## config.mk

```make
export PLATFORM = sky130hd
export DESIGN_NAME = prbs_bert
export DESIGN_NICKNAME = d
export VERILOG_FILES = /design/src/rtl/prbs_bert_pkg.sv /design/src/rtl/prbs_tx.sv /design/src/rtl/prbs_chk.sv /design/src/rtl/prbs_bert.sv
export SDC_FILE = /design/constraint.sdc
export NUM_CORES = 1
export LEC_CHECK = 0
export BUFFER_PORTS_ARGS = -buffer_cell sky130_fd_sc_hd__buf_4
export CAP_MARGIN = 20
export CORE_MARGIN = 2
export CORE_UTILIZATION = 37
export DETAILED_ROUTE_END_ITERATION = 12
export PLACE_DENSITY = 0.61
export SLEW_MARGIN = 20
export SYNTH_ARGS = -nofsm -noshare
export SYNTH_HDL_FRONTEND = slang
export SYNTH_SLANG_ARGS = --single-unit
```

## constraint.sdc

```tcl
create_clock -name clk -period 7.5 [get_ports clk]
set_clock_uncertainty 0.05 [all_clocks]
set_input_delay 0.375 -clock clk [delete_from_list [all_inputs] [get_ports clk]]
set_output_delay 0.375 -clock clk [all_outputs]
set_load 0.05 [all_outputs]
```

## src/rtl/prbs_bert_pkg.sv

```systemverilog
package prbs_bert_pkg;
    localparam int LFSR_LEN = 31;
    localparam int TAP_POS  = 28;
    localparam int WORD_W   = 16;
    localparam int POP_W    = $clog2(WORD_W + 1);

    typedef struct packed {
        logic [LFSR_LEN-1:0] st;
        logic [WORD_W-1:0]   word;
    } prbs_step_t;

    // Advance the sequence by one word; st[0] is the newest bit.
    function automatic prbs_step_t prbs_step(input logic [LFSR_LEN-1:0] s);
        prbs_step_t r;
        logic [LFSR_LEN-1:0] t;
        logic nb;
        t = s;
        r.word = '0;
        for (int i = WORD_W - 1; i >= 0; i--) begin
            nb = t[LFSR_LEN-1] ^ t[TAP_POS-1];
            r.word[i] = nb;
            t = {t[LFSR_LEN-2:0], nb};
        end
        r.st = t;
        return r;
    endfunction

    function automatic logic [POP_W-1:0] pop16(input logic [WORD_W-1:0] v);
        logic [POP_W-1:0] c;
        c = '0;
        for (int i = 0; i < WORD_W; i++) c = c + POP_W'(v[i]);
        return c;
    endfunction

    typedef enum logic [1:0] {
        SEED_A = 2'd0,
        SEED_B = 2'd1,
        HUNT   = 2'd2,
        LOCKED = 2'd3
    } chk_state_t;
endpackage

```

## src/rtl/prbs_tx.sv

```systemverilog
module prbs_tx
    import prbs_bert_pkg::*;
(
    input  logic              clk,
    input  logic              rst_n,
    input  logic              en,
    input  logic [WORD_W-1:0] traffic,
    output logic [WORD_W-1:0] word_out
);
    logic [LFSR_LEN-1:0] gen_st;
    prbs_step_t          stp;

    always_comb stp = prbs_step(gen_st);

    always_ff @(posedge clk or negedge rst_n) begin
        if (!rst_n) begin
            gen_st   <= '1;
            word_out <= '0;
        end else begin
            word_out <= en ? stp.word : traffic;
            if (gen_st == '0)
                gen_st <= '1;
            else if (en)
                gen_st <= stp.st;
        end
    end
endmodule

```

## src/rtl/prbs_chk.sv

```systemverilog
module prbs_chk
    import prbs_bert_pkg::*;
#(
    parameter int CNT_W      = 32,
    parameter int LOCK_WORDS = 64,
    parameter int LOSS_BITS  = 8
) (
    input  logic              clk,
    input  logic              rst_n,
    input  logic [WORD_W-1:0] rx,
    input  logic              rd_clr,
    output logic              locked,
    output logic [CNT_W-1:0]  err_cnt
);
    localparam int GW = $clog2(LOCK_WORDS);
    localparam logic [GW-1:0]    LOCK_LAST = GW'(LOCK_WORDS - 1);
    localparam logic [POP_W-1:0] LOSS_V    = POP_W'(LOSS_BITS);

    chk_state_t          state, nxt;
    logic [WORD_W-1:0]   prev_word;
    logic [LFSR_LEN-1:0] exp_st, seed;
    logic [GW-1:0]       good_cnt;
    prbs_step_t          stp;
    logic [POP_W-1:0]    nerr, word_err;
    logic [CNT_W:0]      sum;

    always_comb begin
        stp      = prbs_step(exp_st);
        nerr     = pop16(rx ^ stp.word);
        seed     = {prev_word[LFSR_LEN-WORD_W-1:0], rx};
        word_err = (state == LOCKED) ? nerr : '0;
        sum      = (rd_clr ? '0 : {1'b0, err_cnt}) + {{(CNT_W + 1 - POP_W){1'b0}}, word_err};
    end

    // Next-state selection
    always_comb begin
        nxt = state;
        unique case (state)
            SEED_A: nxt = SEED_B;
            SEED_B: nxt = (seed != '0) ? HUNT : SEED_B;
            HUNT: begin
                if (nerr != '0)              nxt = SEED_A;
                else if (good_cnt == LOCK_LAST) nxt = LOCKED;
            end
            LOCKED: if (nerr >= LOSS_V) nxt = SEED_A;
        endcase
    end

    // State register
    always_ff @(posedge clk or negedge rst_n) begin
        if (!rst_n) state <= SEED_A;
        else        state <= nxt;
    end

    // Datapath and outputs
    always_ff @(posedge clk or negedge rst_n) begin
        if (!rst_n) begin
            prev_word <= '0;
            exp_st    <= '1;
            good_cnt  <= '0;
            err_cnt   <= '0;
        end else begin
            prev_word <= rx;
            if (state == SEED_B && seed != '0)
                exp_st <= seed;
            else if (state == HUNT || state == LOCKED)
                exp_st <= stp.st;
            good_cnt <= (state == HUNT && nerr == '0) ? good_cnt + 1'b1 : '0;
            err_cnt  <= sum[CNT_W] ? '1 : sum[CNT_W-1:0];
        end
    end

    assign locked = (state == LOCKED);
endmodule

```

## src/rtl/prbs_bert.sv

```systemverilog
module prbs_bert
    import prbs_bert_pkg::*;
#(
    parameter int CNT_W      = 32,
    parameter int LOCK_WORDS = 64,
    parameter int LOSS_BITS  = 8
) (
    input  logic              clk,
    input  logic              rst_n,
    input  logic              tx_prbs_en,
    input  logic [15:0]       tx_traffic,
    output logic [15:0]       tx_word,
    input  logic [15:0]       rx_main,
    input  logic [15:0]       rx_red,
    input  logic              rd_clr_main,
    input  logic              rd_clr_red,
    output logic              main_locked,
    output logic              red_locked,
    output logic [CNT_W-1:0]  main_err_cnt,
    output logic [CNT_W-1:0]  red_err_cnt
);
    localparam int NPORT = 2;

    logic [WORD_W-1:0] rx_arr  [NPORT];
    logic              clr_arr [NPORT];
    logic              lk_arr  [NPORT];
    logic [CNT_W-1:0]  cnt_arr [NPORT];

    assign rx_arr[0]  = rx_main;
    assign rx_arr[1]  = rx_red;
    assign clr_arr[0] = rd_clr_main;
    assign clr_arr[1] = rd_clr_red;

    prbs_tx u_tx (
        .clk      (clk),
        .rst_n    (rst_n),
        .en       (tx_prbs_en),
        .traffic  (tx_traffic),
        .word_out (tx_word)
    );

    for (genvar g = 0; g < NPORT; g++) begin : g_chk
        prbs_chk #(
            .CNT_W      (CNT_W),
            .LOCK_WORDS (LOCK_WORDS),
            .LOSS_BITS  (LOSS_BITS)
        ) u_chk (
            .clk     (clk),
            .rst_n   (rst_n),
            .rx      (rx_arr[g]),
            .rd_clr  (clr_arr[g]),
            .locked  (lk_arr[g]),
            .err_cnt (cnt_arr[g])
        );
    end

    assign main_locked  = lk_arr[0];
    assign red_locked   = lk_arr[1];
    assign main_err_cnt = cnt_arr[0];
    assign red_err_cnt  = cnt_arr[1];
endmodule

```

==> flow_summary.json <==
{
  "min_from": "tx_traffic[6]",
  "hpwl_um": 20600,
  "max_freq_ghz": 0.147,
  "max_slew_margin_pct": 34.4,
  "holdCritPathClass": "in -> reg",
  "dieHeight_um": 182,
  "async_reset_ff_share_pct": 100,
  "final-setup-viol-count": 0,
  "post_drt_via_cell_ratio": 5.28,
  "crit_fanout": 17,
  "synth-seq-cells": 219,
  "drt-pass1-iter-count": 5,
  "cp-endpoint": "g_chk[1].u_chk.err_cnt[8]$_DFF_PN0_",
  "critPathKind": "reg -> reg",
  "clk_latency_ns": 0.53,
  "portBuffers": 134,
  "synth.cell_area_um2": 11700,
  "finalCritPeriodShare_pct": 90.6,
  "drt_iter0_drc": 698,
  "ff2ff_path_depth": 18,
  "rows": 65,
  "synth_warnings": 0,
  "place_congestion": 0.843,
  "whs_ns": 0.0429,
  "grt_usage_pct": 18.6,
  "synth-seq-area-share_pct": 47.7,
  "die-area_um2": 33100,
  "cp.arrival_ns": 7.15,
  "startpoint_type": "register",
  "cts_buffer_depth": 3,
  "start_util_pct": 37.3,
  "cts_tree": "built",
  "area_growth_pct": 24.0,
  "drive_above_1_share_pct": 24.7,
  "ant_nets": 0,
  "grt_max_degree": 78,
  "io_pins": 135,
  "worstMarginPinSlew_ns": 0.982,
  "num-nets-final": 1370,
  "synth_top_area_cell": "dfrtp_1",
  "vias": 8956,
  "avgSynthCellArea_um2": 10.6,
  "grt_pass1_vias": 9035,
  "worst_ep_required_time_ns": 7.86,
  "syn_nets": 1200,
  "status": "finished, final reports clean",
  "die_w_um": 182,
  "maxSlewViolCount": 0,
  "clk_pin_slew_ns": 0.06,
  "clockRootBuffer": "clkbuf_16",
  "crit_start": "g_chk[1].u_chk.exp_st[16]$_DFFE_PN1P_",
  "synth_cell_type_count": 80,
  "post_cts_resized": 0,
  "hold_viol": 0,
  "synth_edf_count": 0,
  "period_needed_ns": 6.79,
  "core_area_um2": 31400,
  "reg2reg_from": "g_chk[1].u_chk.exp_st[16]$_DFFE_PN1P_",
  "yosysTopAreaCellShare_pct": 26.9,
  "endpoint_kind": "register",
  "wl_um": 30400,
  "grt_antenna_before_repair": 0,
  "cts.sinks": 219,
  "htree_num_levels": 1,
  "rsz0062_at_grt": "false",
  "regToRegSetupSlack_ns": 0.71,
  "synth_ff_type": "dfrtp_1",
  "cts_made_buffers": 28,
  "fin_setup_tns_ns": 0,
  "drc": 0,
  "antenna_cells": 0,
  "synth.area.top_cells": "dfrtp_1, dfstp_2, xnor2_1",
  "grt_overflow": 0,
  "wl_per_cell_um": 17.9,
  "r2r_end": "g_chk[1].u_chk.err_cnt[8]$_DFF_PN0_",
  "grt_pass1_wl_um": 49800,
  "maxCapViolations": 0,
  "syn_inst": 1103
}
worst max-delay path: stages (launching register included):
cell and delay [ns]:
dfstp_2 0.55, xnor2_1 0.16, xnor2_1 0.12, ha_1 0.28, inv_1 0.06, fa_1 0.50, fa_1 0.52, fa_1 0.54
fa_1 0.52, fa_1 0.49, fa_1 0.53, nor2_1 0.08, fa_1 0.48, a211oi_1 0.42, o21bai_1 0.26, and4_1 0.28
nand2_1 0.44, buf_4 0.28, o21ai_0 0.10
registers in the layout (all words and copies together), names as in the netlist:
register               flops
u_tx.word_out             16
g_chk.u_chk.err_cnt       64
g_chk.u_chk.prev_word     30
g_chk.u_chk.good_cnt      12
g_chk.u_chk.state          4
u_tx.gen_st               31
g_chk.u_chk.exp_st        62
worst min path at each step:
stage | depth (start not counted) | end | slack [ns]
after floorplan | 0 | g_chk[0].u_chk.err_cnt[0]$_DFF_PN0_ | 0.03
after global placement | 1 | g_chk[0].u_chk.prev_word[13]$_DFF_PN0_ | 0.35
after detailed placement | 1 | g_chk[0].u_chk.prev_word[14]$_DFF_PN0_ | 0.35
after CTS | 2 | u_tx.word_out[6]$_DFF_PN0_ | 0.02
after global routing | 2 | u_tx.word_out[6]$_DFF_PN0_ | 0.02
final | 2 | u_tx.word_out[6]$_DFF_PN0_ | 0.04
placed cells by master (no fill, tap or decap), types with 28 or more instances in the layout:
| master | n |
|---|---|
| buf_4 | 140 |
| nand4_1 | 29 |
| nor2_1 | 73 |
| inv_1 | 28 |
| and2_1 | 40 |
| xnor2_1 | 82 |
| a221o_1 | 37 |
| nand2_1 | 125 |
| dfstp_2 | 93 |
| clkbuf_16 | 29 |
| o21ai_0 | 41 |
| xor2_1 | 46 |
| dfrtp_1 | 126 |
| dlygate4sd3_1 | 46 |
layout make-up:
type                    count  area (um2)
flip-flops and latches    219        5600
multi-input cells         806        5790
fillers                  2966       16900
well taps                 402         503
repair buffers            188        1540
inverters                  30         113
clock buffers              40         807
clock inverters            12         188
synthesized netlist by cell type, types with 12 or more instances:
master and instances:
o21a_1 26, xnor2_1 82, xor2_1 46, o21ai_1 14, o21ai_0 41, dfrtp_1 126, nand3_1 22, ha_1 22
mux2i_1 21, and2_1 40, dfstp_2 93, nor3_1 17, nor4_1 26, a221o_1 37, nand4_1 29, inv_1 28
nor2_1 75, fa_1 22, o221a_2 18, buf_2 12, nand2_1 125, nor2b_1 26, a21oi_1 13, clkbuf_1 30
logic make-up (layout without fill, tap and decap cells):
family | Yosys count | count (layout) | share of synthesized area (%)
AND/OR/NAND/NOR | 421 | 421 | 19.4
flip-flops | 219 | 219 | 47.7
AO/OA/AOI/OAI | 190 | 190 | 12.3
XOR/XNOR | 128 | 128 | 9.56
buffers and inverters | 78 | 270 | 2.88
adder cells (fa/ha/maj) | 44 | 44 | 6.10
multiplexers | 23 | 23 | 1.99
routing by layer:
metal / vias up / wire length [um] / track usage, %
li1: 4266 / - / -
met1: 4447 / 14500 / 27.1
met2: 207 / 13900 / 29.3
met3: 36 / 1420 / 2.89
met4: 0 / 510 / 3.68
met5: - / 0 / 0
what timing repair did:
action                                  CTS  global route
buffers inserted                          0             0
hold endpoints to repair                 85             0
hold buffers                             46             0
endpoints found under the setup margin    0             0
metrics by stage:
| step | area, um2 | worst slack [ns] | utilization, % | std cells |
|---|---|---|---|---|
| after floorplan | 11700 | 1.38 | - | 1103 |
| after global placement | 13100 | 0.787 | 41.7 | 1599 |
| after detailed placement | 13100 | 0.694 | 41.7 | 1599 |
| after CTS | 14500 | 0.704 | 46.3 | 1697 |
| after global routing | 14500 | 0.257 | 46.3 | 1697 |
| final | 14500 | 0.708 | 46.3 | 1697 |
Power is left out: the tool's default activity adds up to more than one toggle a clock period on the data nets, which glitch-free logic cannot reach.
